**config.mk**
```make
export PLATFORM = sky130hd
export DESIGN_NAME = bpp_fault_ctrl
export DESIGN_NICKNAME = d
export VERILOG_FILES = /design/src/rtl/bpp_pkg.sv /design/src/rtl/bpp_rise_det.sv /design/src/rtl/bpp_qual_latch.sv /design/src/rtl/bpp_fault_ctrl.sv
export SDC_FILE = /design/constraint.sdc
export NUM_CORES = 1
export LEC_CHECK = 0
export BUFFER_PORTS_ARGS = -buffer_cell sky130_fd_sc_hd__buf_4
export CORE_UTILIZATION = 50
export DETAILED_ROUTE_END_ITERATION = 6
export PLACE_DENSITY = 0.77
export SYNTH_ARGS = -nofsm -noshare
export SYNTH_HDL_FRONTEND = slang
export SYNTH_SLANG_ARGS = --single-unit
export TNS_END_PERCENT = 10
```
**constraint.sdc**
```tcl
create_clock -name clk -period 4.5 [get_ports clk]
set_input_delay 0 -clock clk [delete_from_list [all_inputs] [get_ports clk]]
set_output_delay 0 -clock clk [all_outputs]
set_load 0.02 [all_outputs]
```
**src/rtl/bpp_pkg.sv**
```systemverilog
// Package: shared types for the battery pack protection controller.
// Assumes the 2-bit test mode decode: 00 normal, 01 bypass, 1x shortened.
package bpp_pkg;

    typedef enum logic [1:0] {
        TM_NORMAL = 2'b00,
        TM_BYPASS = 2'b01,
        TM_FAST_A = 2'b10,
        TM_FAST_B = 2'b11
    } tmode_e;

    // Delay after shortening: right shift with a floor of one strobe.
    function automatic int unsigned fast_ticks(input int unsigned base, input int unsigned shift);
        int unsigned v;
        v = base >> shift;
        return (v == 0) ? 1 : v;
    endfunction

endpackage

```
**src/rtl/bpp_rise_det.sv**
```systemverilog
// Module: single-bit rising-edge detector.
// Assumes the input is already synchronous to clk. The output is high for
// one clock on the cycle in which the input first reads 1.
module bpp_rise_det (
    input  logic clk,
    input  logic rst_n,
    input  logic sig_i,
    output logic rise_o
);

    logic sig_q;

    // Remember last cycle's value of the input.
    always_ff @(posedge clk) begin
        if (!rst_n) sig_q <= 1'b0;
        else        sig_q <= sig_i;
    end

    assign rise_o = sig_i && !sig_q;

endmodule

```
**src/rtl/bpp_qual_latch.sv**
```systemverilog
// Module: fault latch with qualified set and clear.
// The condition that would change the latch (set when clear, clear when set)
// must hold for a number of tick strobes before the latch flips. Any clock
// on which it is false resets the count. In bypass mode the latch flips on
// the next clock; in fast mode the limits are the shortened values.
// fast_clr drops a set latch at once (used for an immediate release).
// Assumes tick is a one-clock strobe and the delay parameters are >= 1.
module bpp_qual_latch
    import bpp_pkg::*;
#(
    parameter int unsigned SET_TICKS  = 8,
    parameter int unsigned CLR_TICKS  = 4,
    parameter int unsigned FAST_SHIFT = 4
) (
    input  logic   clk,
    input  logic   rst_n,
    input  logic   tick,
    input  tmode_e mode,
    input  logic   set_cond,
    input  logic   clr_cond,
    input  logic   fast_clr,
    output logic   latched_o
);

    localparam int unsigned MAXT     = (SET_TICKS > CLR_TICKS) ? SET_TICKS : CLR_TICKS;
    localparam int unsigned CW       = $clog2(MAXT + 1);
    localparam int unsigned SET_FAST = fast_ticks(SET_TICKS, FAST_SHIFT);
    localparam int unsigned CLR_FAST = fast_ticks(CLR_TICKS, FAST_SHIFT);

    logic          latched_q;
    logic [CW-1:0] cnt_q;
    logic [CW-1:0] lim;
    logic [CW:0]   cnt_nxt;
    logic          active;
    logic          bypass;

    assign bypass  = (mode == TM_BYPASS);
    assign active  = latched_q ? clr_cond : set_cond;
    assign cnt_nxt = {1'b0, cnt_q} + 1'b1;

    // Pick the qualifying limit for the current direction and mode.
    always_comb begin
        if (mode[1]) lim = latched_q ? CW'(CLR_FAST) : CW'(SET_FAST);
        else         lim = latched_q ? CW'(CLR_TICKS) : CW'(SET_TICKS);
    end

    // Count strobes while the condition holds and flip at the limit.
    always_ff @(posedge clk) begin
        if (!rst_n) begin
            latched_q <= 1'b0;
            cnt_q     <= '0;
        end else if (latched_q && fast_clr) begin
            latched_q <= 1'b0;
            cnt_q     <= '0;
        end else if (!active) begin
            cnt_q     <= '0;
        end else if (bypass) begin
            latched_q <= !latched_q;
            cnt_q     <= '0;
        end else if (tick) begin
            if (cnt_nxt >= {1'b0, lim}) begin
                latched_q <= !latched_q;
                cnt_q     <= '0;
            end else begin
                cnt_q     <= cnt_nxt[CW-1:0];
            end
        end
    end

    assign latched_o = latched_q;

    AST_NO_FLIP_WITHOUT_TICK: assert property (@(posedge clk) disable iff (!rst_n)
        (!tick && !bypass && !fast_clr) |=> $stable(latched_q));
    AST_NO_FLIP_WITHOUT_COND: assert property (@(posedge clk) disable iff (!rst_n)
        (!active && !(latched_q && fast_clr)) |=> $stable(latched_q));
    AST_COUNT_RESTARTS: assert property (@(posedge clk) disable iff (!rst_n)
        !active |=> (cnt_q == '0));

endmodule

```
**src/rtl/bpp_fault_ctrl.sv**
```systemverilog
// Module: battery pack protection fault controller (top).
// Five qualified fault latches decide the charge and discharge gate
// enables, deep-discharge standby and the negative-terminal pull-down.
// Assumes the comparator flags are synchronous and debounced, and that
// the current-fault set delays are shorter than the undervoltage set delay.
module bpp_fault_ctrl
    import bpp_pkg::*;
#(
    parameter int unsigned OV_SET_TICKS  = 2500,
    parameter int unsigned OV_CLR_TICKS  = 160,
    parameter int unsigned UV_SET_TICKS  = 200,
    parameter int unsigned UV_CLR_TICKS  = 12,
    parameter int unsigned ODC_SET_TICKS = 120,
    parameter int unsigned ODC_CLR_TICKS = 12,
    parameter int unsigned SC_SET_TICKS  = 4,
    parameter int unsigned SC_CLR_TICKS  = 12,
    parameter int unsigned OCC_SET_TICKS = 160,
    parameter int unsigned OCC_CLR_TICKS = 12,
    parameter int unsigned FAST_SHIFT    = 4
) (
    input  logic       clk,
    input  logic       rst_n,
    input  logic       tick,
    input  logic [1:0] test_mode,
    input  logic       cell_ov,
    input  logic       cell_uv,
    input  logic       dsg_oc,
    input  logic       dsg_short,
    input  logic       chg_oc,
    input  logic       charger_on,
    input  logic       load_on,
    output logic       chg_en,
    output logic       dsg_en,
    output logic       standby,
    output logic       pd_en
);

    tmode_e mode;
    logic   ov_lat, uv_lat, odc_lat, sc_lat, occ_lat;
    logic   chg_rise;
    logic   cur_fault;

    assign mode      = tmode_e'(test_mode);
    assign cur_fault = odc_lat || sc_lat;

    // Detect the moment a charger is connected, for the immediate release.
    bpp_rise_det u_chg_rise (
        .clk    (clk),
        .rst_n  (rst_n),
        .sig_i  (charger_on),
        .rise_o (chg_rise)
    );

    // Overvoltage: release needs load current and no charger.
    bpp_qual_latch #(.SET_TICKS(OV_SET_TICKS), .CLR_TICKS(OV_CLR_TICKS), .FAST_SHIFT(FAST_SHIFT)) u_ov (
        .clk       (clk),
        .rst_n     (rst_n),
        .tick      (tick),
        .mode      (mode),
        .set_cond  (cell_ov),
        .clr_cond  (!cell_ov && dsg_oc && !charger_on),
        .fast_clr  (1'b0),
        .latched_o (ov_lat)
    );

    // Undervoltage: blocked by a current fault; release needs a charger.
    bpp_qual_latch #(.SET_TICKS(UV_SET_TICKS), .CLR_TICKS(UV_CLR_TICKS), .FAST_SHIFT(FAST_SHIFT)) u_uv (
        .clk       (clk),
        .rst_n     (rst_n),
        .tick      (tick),
        .mode      (mode),
        .set_cond  (cell_uv && !cur_fault),
        .clr_cond  (charger_on && !cell_uv),
        .fast_clr  (chg_rise && !cell_uv),
        .latched_o (uv_lat)
    );

    // Discharge overcurrent: release once the load is gone.
    bpp_qual_latch #(.SET_TICKS(ODC_SET_TICKS), .CLR_TICKS(ODC_CLR_TICKS), .FAST_SHIFT(FAST_SHIFT)) u_odc (
        .clk       (clk),
        .rst_n     (rst_n),
        .tick      (tick),
        .mode      (mode),
        .set_cond  (dsg_oc),
        .clr_cond  (!load_on && !dsg_oc),
        .fast_clr  (1'b0),
        .latched_o (odc_lat)
    );

    // Short circuit: short set delay, release once the load is gone.
    bpp_qual_latch #(.SET_TICKS(SC_SET_TICKS), .CLR_TICKS(SC_CLR_TICKS), .FAST_SHIFT(FAST_SHIFT)) u_sc (
        .clk       (clk),
        .rst_n     (rst_n),
        .tick      (tick),
        .mode      (mode),
        .set_cond  (dsg_short),
        .clr_cond  (!load_on && !dsg_short),
        .fast_clr  (1'b0),
        .latched_o (sc_lat)
    );

    // Charge overcurrent: armed only with both switches free of voltage faults.
    bpp_qual_latch #(.SET_TICKS(OCC_SET_TICKS), .CLR_TICKS(OCC_CLR_TICKS), .FAST_SHIFT(FAST_SHIFT)) u_occ (
        .clk       (clk),
        .rst_n     (rst_n),
        .tick      (tick),
        .mode      (mode),
        .set_cond  (chg_oc && !ov_lat && !uv_lat),
        .clr_cond  (!charger_on && load_on),
        .fast_clr  (1'b0),
        .latched_o (occ_lat)
    );

    // Map the latched faults onto the pack controls.
    always_comb begin
        chg_en  = !(ov_lat || occ_lat);
        dsg_en  = !(uv_lat || cur_fault);
        standby = uv_lat;
        pd_en   = cur_fault;
    end

    AST_PD_ONLY_WITH_DSG_OFF: assert property (@(posedge clk) disable iff (!rst_n)
        pd_en |-> !dsg_en);
    AST_STANDBY_DSG_OFF: assert property (@(posedge clk) disable iff (!rst_n)
        standby |-> !dsg_en);
    AST_OV_HELD_WITH_CHARGER: assert property (@(posedge clk) disable iff (!rst_n)
        (ov_lat && charger_on) |=> ov_lat);
    AST_NO_STANDBY_IN_CUR_FAULT: assert property (@(posedge clk) disable iff (!rst_n)
        (cur_fault && !uv_lat) |=> !uv_lat);
    AST_OCC_BLOCKED_BY_UV: assert property (@(posedge clk) disable iff (!rst_n)
        (uv_lat && !occ_lat) |=> !occ_lat);

endmodule

```
==> results of run 1 <==
-- flip-flops by register name, indices dropped and copies added (netlist names) --
signal and cells:
u_occ.latched_o 1, u_sc.cnt_q 4, u_uv.latched_o 1, u_uv.cnt_q 8
u_odc.latched_o 1, u_chg_rise.sig_q 1, u_occ.cnt_q 8, u_sc.latched_o 1
u_odc.cnt_q 7, u_ov.cnt_q 12, u_ov.latched_o 1
-- layout make-up --
class	count	area (µm²)	share of cell area, %
Multi-Input combinational cell	356	2525	65.03
Sequential cell	45	900.9	23.20
Timing Repair Buffer	19	152.6	3.932
Tap cell	96	120.1	3.094
Clock buffer	7	96.34	2.481
Inverter	22	82.58	2.127
Clock inverter	1	5.005	0.1289
-- per-stage QoR --
stage               utilization [%]  area, µm²  cells
floorplan                         -       3607    442
detailed placement            54.46       3741    534
global route                  56.52       3882    546
CTS                           56.52       3882    546
finish                        56.52       3882    546
global placement              54.46       3741    534
-- logic make-up after synthesis --
kind of cell	count (synthesis)
buffers and inverters	41
AO/OA/AOI/OAI	109
multiplexers	5
adder cells (fa/ha/maj)	44
flip-flops	45
AND/OR/NAND/NOR	174
XOR/XNOR	24
-- cells in the final DEF (no fill, tap or decap), drive strengths merged, types with 5 or more instances in the layout --
| master | count |
|---|---|
| dfxtp | 45 |
| o21ai | 30 |
| a31oi | 8 |
| xnor2 | 14 |
| nand2b | 11 |
| ha | 44 |
| a32o | 6 |
| a21oi | 25 |
| clkbuf | 7 |
| nor2 | 27 |
| inv | 22 |
| nand2 | 49 |
| nand4 | 6 |
| nand3 | 24 |
| nor2b | 6 |
| o211ai | 6 |
| buf | 15 |
| xor2 | 10 |
| and3 | 10 |
| or2 | 5 |
| nor4 | 8 |
| nor3 | 8 |
-- routing by layer --
| metal | up-vias | track usage, % | share of wire, % |
|---|---|---|---|
| met3 | 20 | 3.223 | 4.3 |
| met2 | 80 | 39.44 | 47 |
| met5 | - | 0 | 0 |
| met4 | 0 | 10.00 | 2.8 |
| li1 | 1628 | - | - |
| met1 | 1473 | 28.43 | 46 |
-- power by group --
part / leakage (nW) / internal, mW / total (mW) / switching (mW)
combinational: 1.20 / 0.0522 / 0.130 / 0.0777
sequential: 0.364 / 0.403 / 0.411 / 0.00801
clock: 0.0542 / 0.139 / 0.288 / 0.149
total: 1.62 / 0.595 / 0.829 / 0.234
-- critical path, stage by stage (launching register included) --
cell and delay [ns]:
dfxtp_1 0.44, and4_1 0.36, and3_1 0.21, nand2_1 0.07, xnor2_1 0.20, ha_1 0.28
and3_1 0.20, a41o_1 0.27, nor3_4 0.52, a311oi_1 0.20, mux2i_1 0.15
-- worst max path at each step --
stage,startpoint,to,slack (ns)
2_1_floorplan,u_uv.latched_o,u_uv.cnt_q[0],1.97
3_3_place_gp,u_ov.cnt_q[2],u_ov.latched_o,1.65
3_5_place_dp,u_ov.cnt_q[2],u_ov.latched_o,1.53
4_1_cts,u_ov.cnt_q[2],u_ov.latched_o,1.51
5_1_grt,u_ov.cnt_q[2],u_ov.latched_o,1.24
6_report,u_ov.cnt_q[2],u_ov.latched_o,1.48
==> reports/results.ini, run 1 <==
[route]
finalWirelength_um = 8049
via_count = 3201
drt_iter0_markers = 227
drtAntennaViolNets = 0
first_pass_iters = 5
drcViolationCount = 0
viasPerCell = 5.863
wire_per_inst_um = 14.74

[placement]
place_ws_ns = 1.530
place_congestion = 0.8794
hpwl_um = 5830
io_buffers = 15

[global_route]
grt_max_degree = 31
grt_pass1_wl_um = 13650
grt_overflow = 0
grt_usage_pct = 22.90
antenna_found_initial = 0
grt_pass1_vias = 3010

[power_and_ir_drop]
p_leak_nw = 1.620
power.density_nw_per_um2 = 213.5
power_mw = 0.8291
irDropWorstVdd_mv = 0.1351

[synthesis]
yosys_warnings = 0
synth_xor_area_share_pct = 5.827
synth.mux.area_fraction_pct = 1.457
synth_compound_area_share_pct = 21.44
synth_top_cell_area_share_pct = 24.97
ys_types = 69
yosys-top-cells-count = nand2_1 (48), dfxtp_1 (45), ha_1 (44)
ys_seq_area_share_pct = 24.97
synth_area_leader_cell = dfxtp_1
synth.most_common_cell = nand2_1
synth_edf_count = 0
syn_area_um2 = 3607
synthArstFlopShare_pct = 0
yosys.area_share.simple_pct = 26.01
synth_top_family_by_area = simple AND/OR/NAND/NOR gates
synthAdderAreaFrac_pct = 15.26
syn-num-nets = 498
postSynthAreaPerCell_um2 = 8.161
ys_ff_latch = 45
ys_top_cells_by_area = dfxtp_1 (25%), ha_1 (15%), nand2_1 (5.0%)
syn_inst = 442
synth_ff_type = dfxtp_1

[critical_path]
r2r_end = u_ov.latched_o
required_ns = 4.70
critPathKind = flop to flop
start_kind = flop
worstRegToRegCells = 10
r2r_start = u_ov.cnt_q[2]
endpoint_kind = flop
reg2reg_slack_ns = 1.48
critical_path.max_fanout = 14
crit_arrival_ns = 3.22

[worst_hold_path]
hold_depth = 2
holdPathEnd = u_chg_rise.sig_q
min_path_type = primary input to flop
worstHoldStart = rst_n

[clock_tree]
clock-root-buffer = clkbuf_8
cts-htree-levels = 2
post-cts-setup-buffer-count = 0
clock_latency_ns = 0.31
cts_buffers = 5
cts_buffer_depth = 2
cts_sinks = 45
path_clk_slew_ns = 0.09
ctsHoldBuffers = 4
cts_resized = 0
cts_tree = yes

[sta]
tns_ns = 0
worst_pin_slew_ns = 1.225
setup_viol = 0
period_share_pct = 67.22
fmax_ghz = 0.3306
skew_ns = 0.009063
rsz0062_at_grt = no
finalHoldViolCount = 0
whs_ns = 0.03590
relSlewSlack_pct = 17.73
fin_crit_ns = 3.025
drv_slew = 0
layout_setup_ws_ns = 1.475

[floorplan]
std_cell_rows = 30
start_util_pct = 52.51
die_h_um = 86.94
io_pins = 16
die_x_um = 86.94
core_area_um2 = 6869
die_area_um2 = 7558

[layout]
areaGrowthSynthToFinish_pct = 7.631
nFillCells = 606
diodes = 0
final_layout_size_suffix_gt1_share_pct = 11.56
fin_nets = 505

[outcome]
outcome = complete, no violations

[run]
maxCapViolCount = 0

(Power assumes the default switching activity.)
==> run 2: changes to the inputs <==
--- a/config.mk
+++ b/config.mk
@@ -8,7 +8,7 @@
 export BUFFER_PORTS_ARGS = -buffer_cell sky130_fd_sc_hd__buf_4
 export CORE_UTILIZATION = 50
 export DETAILED_ROUTE_END_ITERATION = 6
-export PLACE_DENSITY = 0.77
+export PLACE_DENSITY = 0.79
 export SYNTH_ARGS = -nofsm -noshare
 export SYNTH_HDL_FRONTEND = slang
 export SYNTH_SLANG_ARGS = --single-unit
==> constraint.sdc (replaced) <==
create_clock -name clk -period 2.53 [get_ports clk]
set_input_delay 0 -clock clk [delete_from_list [all_inputs] [get_ports clk]]
set_output_delay 0 -clock clk [all_outputs]
set_load 0.02 [all_outputs]
==> run 2 against run 1 <==
  * Combinational power rose by 120%
  * Die area did not move
  * Register-to-register slack got worse by 1.4 ns
  * Count of clock-buffer cells in the layout rose by 1
  * Sequential power rose by 77%
  * Clock power rose by 53%
  * Total power rose by 75%
  * Largest cell class unchanged
==> reports/results.ini, run 2 (same netlist as run 1, synthesis figures left out) <==
[outcome]
outcome = complete, no violations

[sta]
fin_crit_ns = 2.500
tns_ns = 0
fmax_ghz = 0.4000
drv_slew = 0
worst_pin_slew_ns = 0.6235
finalHoldViolCount = 0
period_share_pct = 98.81
rsz0062_at_grt = yes
setup_viol = 0
whs_ns = 0.01957
skew_ns = 0.004920
relSlewSlack_pct = 58.39

[layout]
regMostFlops = u_ov.cnt_q
final_layout_size_suffix_gt1_share_pct = 28.57
mostFrequentLayoutCell = buf_4
diodes = 0
final_cell_mix = buf_4 (67), nand2_1 (47), ha_1 (39), dfxtp_1 (32), nor2_1 (25)
reg_top3 = u_ov.cnt_q (12), u_occ.cnt_q (8), u_uv.cnt_q (8)
areaGrowthSynthToFinish_pct = 23.41
fin_nets = 559
largest_register_ffs = 12

[critical_path]
critPathKind = flop to flop
critical_path.max_fanout = 4
startpoint = u_uv.latched_o
cpMaxStageDelayCell = or4b_4
r2r_start = u_uv.latched_o
start_kind = flop
endpoint_kind = flop
critical_path.max_stage_delay_ns = 0.55
crit_arrival_ns = 2.74
required_ns = 2.77
path_cells = inv_1 > ha_1 > inv_1 > ha_1 > or4b_4 > a21oi_4 > a41oi_4 > or4_4 > a21oi_2

[clock_tree]
cts_buffer_depth = 2
cts-htree-levels = 2
cts_buffers = 5
path_clk_slew_ns = 0.08
clock_latency_ns = 0.30
cts_sinks = 45
cts_tree = yes
clock-root-buffer = clkbuf_8

[placement]
hpwl_um = 6610
place_congestion = 0.9068
io_buffers = 15

[route]
finalWirelength_um = 9487
wl_met3_um = 288
via_count = 3526
top_layer_used = met4
wl_met2_um = 4843
wl_met1_um = 4190
drt_iter0_markers = 179
first_pass_iters = 6
viasPerCell = 5.877
wire_per_inst_um = 15.81
drcViolationCount = 0
drtAntennaViolNets = 0

[floorplan]
start_util_pct = 52.51
die_x_um = 86.94
core_area_um2 = 6869
io_pins = 16
die_area_um2 = 7558
std_cell_rows = 30
die_h_um = 86.94

[global_route]
grt_max_degree = 27
grt_overflow = 0
antenna_found_initial = 0
grt_pass1_wl_um = 14980
grt_pass1_vias = 3436
grt_usage_pct = 24.59

[power_and_ir_drop]
p_leak_nw = 1.916
irDropWorstVdd_mv = 0.2339
power_mw = 1.455
power.density_nw_per_um2 = 326.8

[worst_hold_path]
min_path_type = primary input to flop
worstHoldStart = rst_n

[run]
maxCapViolCount = 0

-- run 2: cell count changes in the layout (fill, tap and decap cells not counted), sizes merged --
cell / previous run / this run
buf: 15 / 68
and3: 10 / 11
clkbuf: 7 / 8
clkinv: 1 / 0
-- run 2: timing repair --
action / in CTS / in global routing
cloned: 0 / 1
pin swaps: 0 / 18
endpoints found under the hold margin: 3 / 0
buffers inserted: 0 / 5
gates resized for setup: 2 / 49
setup endpoints to repair: 9 / 39
hold buffers: 4 / 0
-- run 2: through the flow --
stage / util [%] / cell area, µm² / std cells / setup slack [ns]
global placement: 59.71 / 4101 / 582 / 0.06056
detailed placement: 59.71 / 4101 / 582 / -0.02540
finish: 64.81 / 4452 / 600 / 0.03016
floorplan: - / 3607 / 442 / 0.003987
global route: 64.81 / 4452 / 600 / -0.08044
CTS: 61.58 / 4230 / 594 / -0.03857
-- run 2: area by class of cell --
cell class / count / area [µm²]
clock buffer: 8 / 80.08
fill: 553 / 2417
inverter: 22 / 82.58
multi-input combinational: 357 / 2695
sequential: 45 / 919.6
tap: 96 / 120.1
timing repair buffer: 72 / 554.3
-- run 2: critical path: cells and delay by family (launching register included) --
family | cells | cell delay [ns]
AO/OA/AOI/OAI | 3 | 0.46
adder cells (fa/ha/maj) | 2 | 0.47
buffers and inverters | 2 | 0.13
flip-flops | 1 | 0.34
AND/OR/NAND/NOR | 2 | 1.02
-- run 2: power by group --
part,switching [mW],internal [mW]
sequential,0.00985,0.717
combinational,0.162,0.124
clock,0.245,0.197
total,0.417,1.04
-- run 2: layer usage --
metal	vias to the layer above	track usage [%]
met2	68	45.31
li1	1738	-
met4	0	6.364
met3	26	3.412
met1	1694	29.82
met5	-	0
-- run 2: worst paths after layout --
check / end / slack, ns / depth (start not counted)
worst max-delay path: u_uv.cnt_q[0] / 0.03 / 9
worst min-delay path: u_chg_rise.sig_q / 0.02 / 2
worst max register to register: u_uv.cnt_q[0] / 0.03 / 9
worst min register to register: u_odc.cnt_q[0] / 0.50 / 2
==> run 3: changes to the inputs <==
--- a/config.mk
+++ b/config.mk
@@ -8,7 +8,7 @@
 export BUFFER_PORTS_ARGS = -buffer_cell sky130_fd_sc_hd__buf_4
 export CORE_UTILIZATION = 50
 export DETAILED_ROUTE_END_ITERATION = 6
-export PLACE_DENSITY = 0.79
+export PLACE_DENSITY = 0.77
 export SYNTH_ARGS = -nofsm -noshare
 export SYNTH_HDL_FRONTEND = slang
 export SYNTH_SLANG_ARGS = --single-unit
==> constraint.sdc (replaced) <==
create_clock -name clk -period 2.8 [get_ports clk]
set_input_delay 0 -clock clk [delete_from_list [all_inputs] [get_ports clk]]
set_output_delay 0 -clock clk [all_outputs]
set_load 0.02 [all_outputs]
==> run 3 against run 2 <==
  * Total power is 3.3% lower
  * First-iteration DRC count decreased by 15%
  * Register-to-register slack gained 0.08 ns
  * Combinational power fell by 23%
  * Setup slack gained 0.083 ns
  * Critical path depth is 2 higher
  * Critical endpoint is now u_occ.cnt_q[2]
  * Largest cell class unchanged
==> reports/results.ini, run 3 (same netlist as run 1, synthesis figures left out) <==
[outcome]
outcome = complete, no violations

[sta]
drv_slew = 0
setup_viol = 0
skew_ns = 0.005864
worst_pin_slew_ns = 1.341
period_share_pct = 95.95
rsz0062_at_grt = yes
relSlewSlack_pct = 9.939
fin_crit_ns = 2.687
fmax_ghz = 0.3722
finalHoldViolCount = 0
whs_ns = 0.02002

[layout]
regMostFlops = u_ov.cnt_q
largest_register_ffs = 12
final_area_um2 = 4045
reg_top3 = u_ov.cnt_q (12), u_occ.cnt_q (8), u_uv.cnt_q (8)
final_cell_mix = nand2_1 (48), ha_1 (43), dfxtp_1 (39), buf_4 (29), nor2_1 (26)
fin_nets = 520
areaGrowthSynthToFinish_pct = 12.14
diodes = 0
final_layout_size_suffix_gt1_share_pct = 16.56
mostFrequentLayoutCell = nand2_1

[critical_path]
startpoint = u_occ.cnt_q[2]
critPathKind = flop to flop
r2r_end = u_occ.cnt_q[2]
r2r_start = u_occ.cnt_q[2]
start_kind = flop
worstRegToRegCells = 11
endpoint_kind = flop
critical_path.max_fanout = 6
endpoint = u_occ.cnt_q[2]
crit_arrival_ns = 2.90
reg2reg_slack_ns = 0.11
required_ns = 3.01

[floorplan]
std_cell_rows = 30
core_area_um2 = 6869
die_x_um = 86.94
die_h_um = 86.94
die_area_um2 = 7558
io_pins = 16
start_util_pct = 52.51

[global_route]
grt_pass1_vias = 3139
grt_usage_pct = 23.33
antenna_found_initial = 0
grt_overflow = 0
grt_pass1_wl_um = 14030
grt_max_degree = 31

[route]
via_count = 3318
drtAntennaViolNets = 0
wire_per_inst_um = 14.49
drt_iter0_markers = 152
finalWirelength_um = 8130
viasPerCell = 5.914
drcViolationCount = 0
first_pass_iters = 5

[clock_tree]
path_clk_slew_ns = 0.09
cts_buffer_depth = 2
clock-root-buffer = clkbuf_8
cts-htree-levels = 2
cts_tree = yes
clock_latency_ns = 0.30
cts_sinks = 45
cts_buffers = 5
post-cts-setup-buffer-count = 0

[placement]
hpwl_um = 6170
io_buffers = 15
place_area_um2 = 3854
place_congestion = 0.8414

[power_and_ir_drop]
irDropWorstVdd_mv = 0.1929
power.density_nw_per_um2 = 347.7
p_leak_nw = 1.714

[run]
maxCapViolCount = 0

[worst_hold_path]
min_path_type = primary input to flop

## run 3: cell count changes in the layout (fill, tap and decap cells not counted), moves of 3 or more
cell     change
a21oi_2      -3
and3_1       +3
buf_4       -38
and3_4       -3
ha_1         +4
a21oi_1      +3
dfxtp_2      -6
dfxtp_1      +7
## run 3: how the worst min path moves through the flow
stage                     from          endpoint  slack, ns  cells after the start
floorplan           charger_on  u_chg_rise.sig_q       0.12                      1
global placement    charger_on  u_chg_rise.sig_q       0.25                      2
detailed placement  charger_on  u_chg_rise.sig_q       0.25                      2
CTS                      rst_n  u_chg_rise.sig_q      0.004                      2
global route             rst_n  u_chg_rise.sig_q       0.02                      2
finish                   rst_n  u_chg_rise.sig_q       0.02                      2
## run 3: layout make-up
cell class	count	area, µm²
inverters	22	82.58
clock buffers	7	86.33
fillers	589	2824
repair buffers	34	269.0
multi-input cells	356	2549
flip-flops and latches	45	908.4
clock inverters	1	30.03
well taps	96	120.1
## run 3: timing repair
item | in CTS | in global routing
hold buffers | 4 | 0
endpoints found under the setup margin | 2 | 24
endpoints found under the hold margin | 3 | 0
pin swaps | 0 | 2
resized for setup | 1 | 15
## run 3: metal layers
layer  vias to the layer above  share of wire, %  global-route usage (%)
met5                         -                 0                       0
met3                         8               4.5                   3.697
met2                        77                48                   40.59
met4                         0               1.1                   7.424
li1                       1661                 -                       -
met1                      1572                47                   29.44
## run 3: per-stage QoR
step                setup WS [ns]  util, %  total power, mW  setup TNS (ns)  instances
floorplan                  0.2740        -           0.8151               0        442
global placement           0.1473    56.10           0.8781               0        549
detailed placement       -0.01794    56.10           0.8854        -0.02288        549
CTS                      0.008645    58.40            1.414               0        561
global route             -0.04983    58.89            1.473         -0.1162        561
finish                     0.1134    58.89            1.406               0        561
## run 3: worst max-delay path: stages (launching register included)
cell and delay, ns:
dfxtp_2 0.37, nand3_1 0.11, or2_2 0.35, nor2_1 0.15, xor2_1 0.21, ha_2 0.34, a21oi_1 0.16, o31a_1 0.17
o211ai_2 0.12, a311oi_1 0.31, o21ai_0 0.12, a21oi_1 0.18
## run 3: power by group
group | switching (mW) | internal, mW
combinational | 0.129 | 0.0921
sequential | 0.0112 | 0.648
clock | 0.234 | 0.291
